$ cat config.mk
export PLATFORM = sky130hd
export DESIGN_NAME = prio_irq_ctrl
export DESIGN_NICKNAME = d
export VERILOG_FILES = /design/src/rtl/prio_irq_pkg.sv /design/src/rtl/irq_edge_sync.sv /design/src/rtl/irq_rank_pick.sv /design/src/rtl/prio_irq_ctrl.sv
export SDC_FILE = /design/constraint.sdc
export NUM_CORES = 1
export LEC_CHECK = 0
export ABC_AREA = 0
export BUFFER_PORTS_ARGS = -buffer_cell sky130_fd_sc_hd__buf_2
export CORE_MARGIN = 10
export CORE_UTILIZATION = 35
export CTS_BUF_LIST = sky130_fd_sc_hd__clkbuf_8
export DETAILED_ROUTE_END_ITERATION = 12
export PLACE_DENSITY_LB_ADDON = 0.1
export SKIP_CTS_REPAIR_TIMING = 1
export SLEW_MARGIN = 20
export SYNTH_ARGS = -nofsm -noshare
export SYNTH_HDL_FRONTEND = slang
export SYNTH_HIERARCHICAL = 1
export SYNTH_SLANG_ARGS = --single-unit
$ cat constraint.sdc
create_clock -name clk -period 4.1 [get_ports clk]
set_input_delay 0.82 -clock clk [delete_from_list [all_inputs] [get_ports clk]]
set_output_delay 0.82 -clock clk [all_outputs]
set_load 0.01 [all_outputs]
$ cat src/rtl/prio_irq_pkg.sv
// Package prio_irq_pkg
// Shared helpers for the cascaded-order interrupt controller.
// Assumes the chained group is inserted directly after line casc_at of the
// primary group, and that the chained group's lines are numbered after all
// primary lines.
package prio_irq_pkg;

    // Map an urgency position (0 = most urgent) to a physical line number.
    function automatic int rank_to_line(input int pos, input int casc_at,
                                        input int n_prim, input int n_chain);
        if (pos <= casc_at)
            return pos;
        else if (pos <= casc_at + n_chain)
            return n_prim + (pos - casc_at - 1);
        else
            return pos - n_chain;
    endfunction

    // Inverse map: physical line number to urgency position.
    function automatic int line_to_rank(input int line, input int casc_at,
                                        input int n_prim, input int n_chain);
        if (line <= casc_at)
            return line;
        else if (line >= n_prim)
            return casc_at + 1 + (line - n_prim);
        else
            return line + n_chain;
    endfunction

endpackage

$ cat src/rtl/irq_edge_sync.sv
// Module irq_edge_sync
// Brings N asynchronous request lines into the clock domain through a
// STAGES-deep flop chain and emits a one-cycle pulse per rising edge.
// Assumes each input stays at a level for at least one clock period.
module irq_edge_sync #(
    parameter int N      = 16,
    parameter int STAGES = 2
) (
    input  logic         clk,
    input  logic         rst_n,
    input  logic [N-1:0] raw_i,
    output logic [N-1:0] rise_o
);

    logic [N-1:0] chain_q [STAGES];
    logic [N-1:0] last_q;

    // Synchroniser chain: first stage samples the raw input.
    always_ff @(posedge clk) begin
        if (!rst_n)
            chain_q[0] <= '0;
        else
            chain_q[0] <= raw_i;
    end

    // Remaining synchroniser stages.
    generate
        for (genvar s = 1; s < STAGES; s++) begin : g_stage
            always_ff @(posedge clk) begin
                if (!rst_n)
                    chain_q[s] <= '0;
                else
                    chain_q[s] <= chain_q[s-1];
            end
        end
    endgenerate

    // Previous synchronised level, for edge detection.
    always_ff @(posedge clk) begin
        if (!rst_n)
            last_q <= '0;
        else
            last_q <= chain_q[STAGES-1];
    end

    // Rising-edge pulse per line.
    assign rise_o = chain_q[STAGES-1] & ~last_q;

endmodule

$ cat src/rtl/irq_rank_pick.sv
// Module irq_rank_pick
// Finds the most urgent set bit of a per-line vector under the cascaded
// order and reports its urgency position and its physical line number.
// Assumes N = N_PRIM + N_CHAIN and CASC_AT < N_PRIM.
module irq_rank_pick
    import prio_irq_pkg::*;
#(
    parameter int N_PRIM  = 8,
    parameter int N_CHAIN = 8,
    parameter int CASC_AT = 2,
    localparam int N      = N_PRIM + N_CHAIN,
    localparam int W      = $clog2(N)
) (
    input  logic [N-1:0] vec_i,
    output logic         any_o,
    output logic [W-1:0] rank_o,
    output logic [W-1:0] line_o
);

    logic [N-1:0] ordered;

    // Reorder the line vector so that bit 0 is the most urgent position.
    generate
        for (genvar p = 0; p < N; p++) begin : g_order
            assign ordered[p] = vec_i[rank_to_line(p, CASC_AT, N_PRIM, N_CHAIN)];
        end
    endgenerate

    // Lowest set position wins; scan from least urgent so the last hit stays.
    always_comb begin
        any_o  = 1'b0;
        rank_o = '0;
        for (int p = N - 1; p >= 0; p--) begin
            if (ordered[p]) begin
                any_o  = 1'b1;
                rank_o = W'(p);
            end
        end
    end

    // Translate the winning position back to its line number.
    always_comb begin
        line_o = W'(rank_to_line(int'(rank_o), CASC_AT, N_PRIM, N_CHAIN));
    end

endmodule

$ cat src/rtl/prio_irq_ctrl.sv
// Module prio_irq_ctrl
// Sixteen-line interrupt controller with cascaded fixed urgency, per-line
// mask, pending/in-service tracking, acknowledge and non-specific EOI.
// Assumes ack and eoi are single-cycle strobes from the processor side, and
// that mask, ack and eoi are synchronous to clk.
module prio_irq_ctrl #(
    parameter int N_PRIM   = 8,
    parameter int N_CHAIN  = 8,
    parameter int CASC_AT  = 2,
    parameter int SYNC_LEN = 2,
    localparam int N       = N_PRIM + N_CHAIN,
    localparam int W       = $clog2(N)
) (
    input  logic         clk,
    input  logic         rst_n,
    input  logic [N-1:0] req_in,
    input  logic         mask_we,
    input  logic [N-1:0] mask_wdata,
    input  logic         ack,
    input  logic         eoi,
    output logic         irq_out,
    output logic [W-1:0] vec_out
);

    logic [N-1:0] pend_q;
    logic [N-1:0] isr_q;
    logic [N-1:0] mask_q;
    logic [N-1:0] rise;
    logic [N-1:0] eligible;
    logic [N-1:0] take_oh;
    logic [N-1:0] retire_oh;
    logic         pend_any;
    logic [W-1:0] pend_rank;
    logic [W-1:0] pend_line;
    logic         isr_any;
    logic [W-1:0] isr_rank;
    logic [W-1:0] isr_line;
    logic         take;

    // Input synchronisation and edge detection.
    irq_edge_sync #(
        .N      (N),
        .STAGES (SYNC_LEN)
    ) u_sync (
        .clk    (clk),
        .rst_n  (rst_n),
        .raw_i  (req_in),
        .rise_o (rise)
    );

    // Lines that may compete for forwarding.
    assign eligible = pend_q & ~mask_q;

    // Most urgent eligible pending line.
    irq_rank_pick #(
        .N_PRIM  (N_PRIM),
        .N_CHAIN (N_CHAIN),
        .CASC_AT (CASC_AT)
    ) u_pick_pend (
        .vec_i  (eligible),
        .any_o  (pend_any),
        .rank_o (pend_rank),
        .line_o (pend_line)
    );

    // Most urgent in-service line.
    irq_rank_pick #(
        .N_PRIM  (N_PRIM),
        .N_CHAIN (N_CHAIN),
        .CASC_AT (CASC_AT)
    ) u_pick_isr (
        .vec_i  (isr_q),
        .any_o  (isr_any),
        .rank_o (isr_rank),
        .line_o (isr_line)
    );

    // Forward only when the candidate strictly outranks all in-service lines.
    always_comb begin
        irq_out = pend_any && (!isr_any || (pend_rank < isr_rank));
        vec_out = irq_out ? pend_line : '0;
    end

    // Acknowledge and retire selections as one-hot line vectors.
    always_comb begin
        take      = ack && irq_out;
        take_oh   = take ? (N'(1) << pend_line) : '0;
        retire_oh = (eoi && isr_any) ? (N'(1) << isr_line) : '0;
    end

    // Pending bits: cleared on acknowledge, set by new edges.
    always_ff @(posedge clk) begin
        if (!rst_n)
            pend_q <= '0;
        else
            pend_q <= (pend_q & ~take_oh) | rise;
    end

    // In-service bits: set on acknowledge, cleared on end-of-interrupt.
    always_ff @(posedge clk) begin
        if (!rst_n)
            isr_q <= '0;
        else
            isr_q <= (isr_q & ~retire_oh) | take_oh;
    end

    // Mask register: all lines blocked out of reset.
    always_ff @(posedge clk) begin
        if (!rst_n)
            mask_q <= '1;
        else if (mask_we)
            mask_q <= mask_wdata;
    end

endmodule

==> impl_results.md <==
- FFs w/ async S/R, synth: 0
- Layout-stage area growth over the synthesis result: 12.47%
- Dominant combinational cell family by area after synthesis: simple AND/OR/NAND/NOR gates
- Sequential cell area fraction in the yosys report: 0.4425
- Via density per instance: 4.968
- Number of port buffers: 41
- DRC violation count after routing: 0
- Total die area: 17260 sq um
- Number of placed I/O pins: 42
- Post-synthesis xor/xnor area fraction: 0.004033
- GRT Residual Overflow: 0
- Violation count after the first detailed-routing iteration: 233
- Initial cell density of the core: 0.3601
- Max-Slew Margin vs Limit: 0.3672
- Number of vias after detailed routing: 3398
- Commonest register cell after synthesis: sky130_fd_sc_hd__dfxtp_1
- Number of enable flip-flop cells after synthesis: 0
- Number of buffers on the longest clock path: 2
- Detail-routed net length per standard cell: 14.76 um
- Data required, critical path: 3.28 ns
- Internal reg-to-reg setup slack: 0.74 ns
- Post-Synthesis Mean Instance Area: approximately 9.3 sq um
- Clock tree from TritonCTS: done
- Count of cells along the worst register-to-register path: 11
- Crit-path max FO: 7
- Flops & latches, synth: 96
- Most used cells in the layout excluding fill and tap cells: sky130_fd_sc_hd__dfxtp_1 (96), sky130_fd_sc_hd__and2_1 (51), sky130_fd_sc_hd__buf_2 (41), sky130_fd_sc_hd__nor2_1 (35), sky130_fd_sc_hd__nor2b_1 (34)
- Wire length after detailed routing: 10.09 mm
- Pin count of the biggest net entering global routing: 58
- Final worst setup slack: around 0.24 ns
- Actual slew at the worst max-slew pin: 0.9492 ns
- Initial antenna violation count: 0
- Worst min-delay path class: reg -> reg
- Area share of fa/ha/maj cells after synthesis: 0.02017
- Number of global-route vias before repair: roughly 3300
- Y dimension of the die: 131.4 um
- Largest area contributor in the synthesized netlist: sky130_fd_sc_hd__dfxtp_1
- Cell area power density: 422.2 nW/um^2
- Data arrival at the endpoint of the critical path: roughly 3 ns
- Post-route minimum period: 3.864 ns
- Setup violations, final: 0
- Capturing element type of the critical path: output pin
- TritonCTS buffer count: 9
- Cells after synthesis: 469
- Number of sinks driven by the clock tree: between 90 and 100
- Count of distinct cell types in the synthesized netlist: 62
- Lkg Pwr: approximately 2.1 nW
- GRT Util Overall: 0.1155
- Diode count: 0
- H-tree depth: 3
- Upper clock frequency limit: between 200 and 300 MHz
- Insertion delay to the later sink of the worst-skew pair: 0.36 ns
- Startpoint-to-endpoint class of the critical path: reg -> out
- Multiplexer area fraction after synthesis: 0.03688
- Chip Width: 131.4 um
- Post-synthesis share of cell area spent on and, or, nand and nor gates: 0.2558
- Final-stage net count: between 500 and 600
- Clock-pin slew of the registers on the worst-case setup and hold paths: 0.09 ns
- Sort of element at the start of the critical path: register
- Max rail drop VDD: approximately 190 uV
- Fin crit share: 0.9424
- Final weighted congestion of routability-driven global placement: 0.8594
- Max-slew violation count: 0
- Number of warnings printed during yosys synthesis: 6
- Share of cells above drive strength 1: 0.1822
- Clock Skew: 0.01011 ns
- Compound-Gate Fraction of Synth Area: 0.1939
- Endpoint of the worst-slack reg-to-reg timing path: isr_q[6]
- Final standard cell utilization of the core: 0.4050
- Number of fillers in the final layout: roughly 1200
- Hold EP: u_sync/chain_q[1][3]
- Number of stages on the worst hold path: 1
- Power consumption: 0.002062 W
- Root cell of the clock tree: sky130_fd_sc_hd__clkbuf_8
- Post-synth top area share: 0.4425
- Post-DRT Antenna Nets: 0
- Final sum of negative setup slack: 0 ns
- Leading cell type in the layout, fill and taps excluded: sky130_fd_sc_hd__dfxtp_1
- Syn nets: 513
- Main area contributors after synthesis: sky130_fd_sc_hd__dfxtp_1 (44%), sky130_fd_sc_hd__and2_1 (7.3%), sky130_fd_sc_hd__nor2b_1 (5.0%)
- Number of violations of the max-capacitance limit: 0
- Reg-to-reg startpoint: isr_q[4]
- Standard-cell rows: 40
- Detail Placement HPWL: 7.603 mm
- Worst hold slack: ~0.44 ns
- Launch point of the worst path: pend_q[13]
- Worst slack, placed: 0.3707 ns
- Wire length of the first global-routing pass: 16.62 mm
- Core area: 12060 sq um
- Origin of the worst min-delay path: u_sync/chain_q[0][3]
- DR pass1 iterations: 5
- Number of endpoints with negative hold slack in the final report: 0
- Post-synthesis cell area: 4343 sq um
- Outcome: finished clean
==> area by class of cell <==
type / instances / area (sq um) / share of cell area
Inverter: 19 / 71.32 / 0.01460
Multi-Input combinational cell: 338 / 2235 / 0.4575
Clock buffer: 9 / 123.9 / 0.02536
Sequential cell: 96 / 1922 / 0.3934
Tap cell: 168 / 210.2 / 0.04303
Timing Repair Buffer: 47 / 250.2 / 0.05123
Clock inverter: 7 / 72.57 / 0.01486
==> Yosys cell counts (5+ instances only) <==
library cell and count:
sky130_fd_sc_hd__nand2_1 31, sky130_fd_sc_hd__and2_1 51, sky130_fd_sc_hd__ha_1 7, sky130_fd_sc_hd__o21ai_0 32, sky130_fd_sc_hd__nor2b_1 35, sky130_fd_sc_hd__o21ai_1 7
sky130_fd_sc_hd__mux2i_1 16, sky130_fd_sc_hd__buf_6 5, sky130_fd_sc_hd__a21oi_1 21, sky130_fd_sc_hd__nor4_1 8, sky130_fd_sc_hd__dfxtp_1 96, sky130_fd_sc_hd__nor2_1 35
sky130_fd_sc_hd__o211ai_1 12, sky130_fd_sc_hd__inv_1 17
==> critical path: stages (launching register included) <==
cell                        delay [ns]
sky130_fd_sc_hd__dfxtp_1          0.35
sky130_fd_sc_hd__nor2b_1          0.26
sky130_fd_sc_hd__inv_1            0.06
sky130_fd_sc_hd__a2111oi_0        0.44
sky130_fd_sc_hd__o41a_1           0.31
sky130_fd_sc_hd__o41ai_4          0.11
sky130_fd_sc_hd__inv_1            0.09
sky130_fd_sc_hd__ha_1             0.24
sky130_fd_sc_hd__nor2_1           0.13
sky130_fd_sc_hd__a21oi_1          0.06
sky130_fd_sc_hd__o221ai_2         0.31
sky130_fd_sc_hd__and3_1           0.20
sky130_fd_sc_hd__buf_2            0.13
==> through the flow <==
step,instance area [sq um],std cells
6_report,4885,684
5_1_grt,4885,684
4_1_cts,4853,682
3_5_place_dp,4657,666
3_3_place_gp,4657,666
2_1_floorplan,4343,469
==> power breakdown <==
part           internal [W]  leakage [nW]  switching (W)
Combinational      0.000176          1.17       0.000270
Clock              0.000284         0.100       0.000335
Sequential         0.000973         0.788      0.0000230
==> cell families after synthesis <==
kind of cell	count (synthesis)
and+or+nand+nor	196
adders and majority gates	7
xor gates and xnor gates	2
muxes	16
AOI/OAI and AO/OA	117
buffers and inverters	35
DFF	96
==> flip-flops by register name (all words and copies together), names as in the netlist <==
| name | cells |
|---|---|
| u_sync/chain_q | 32 |
| isr_q | 16 |
| mask_q | 16 |
| pend_q | 16 |
| u_sync/last_q | 16 |
==> metal layers <==
| layer | global-route usage | up-vias | routed length [um] |
|---|---|---|---|
| li1 | - | 1737 | - |
| met1 | 0.1624 | 1556 | 5217 |
| met2 | 0.1678 | 92 | 4250 |
| met3 | 0.03011 | 13 | 502 |
| met4 | 0.03523 | 0 | 122 |
| met5 | 0 | - | 0 |
==> worst max-delay path by stage <==
stage / to / slack, ns / depth (start not counted)
global placement: vec_out[1] / 0.47 / 11
floorplan: vec_out[1] / 0.76 / 10
finish: vec_out[1] / 0.24 / 12
CTS: vec_out[1] / -0.05 / 11
detailed placement: vec_out[1] / 0.37 / 11
global route: vec_out[1] / -0.004 / 12
(Power assumes the default switching activity.)
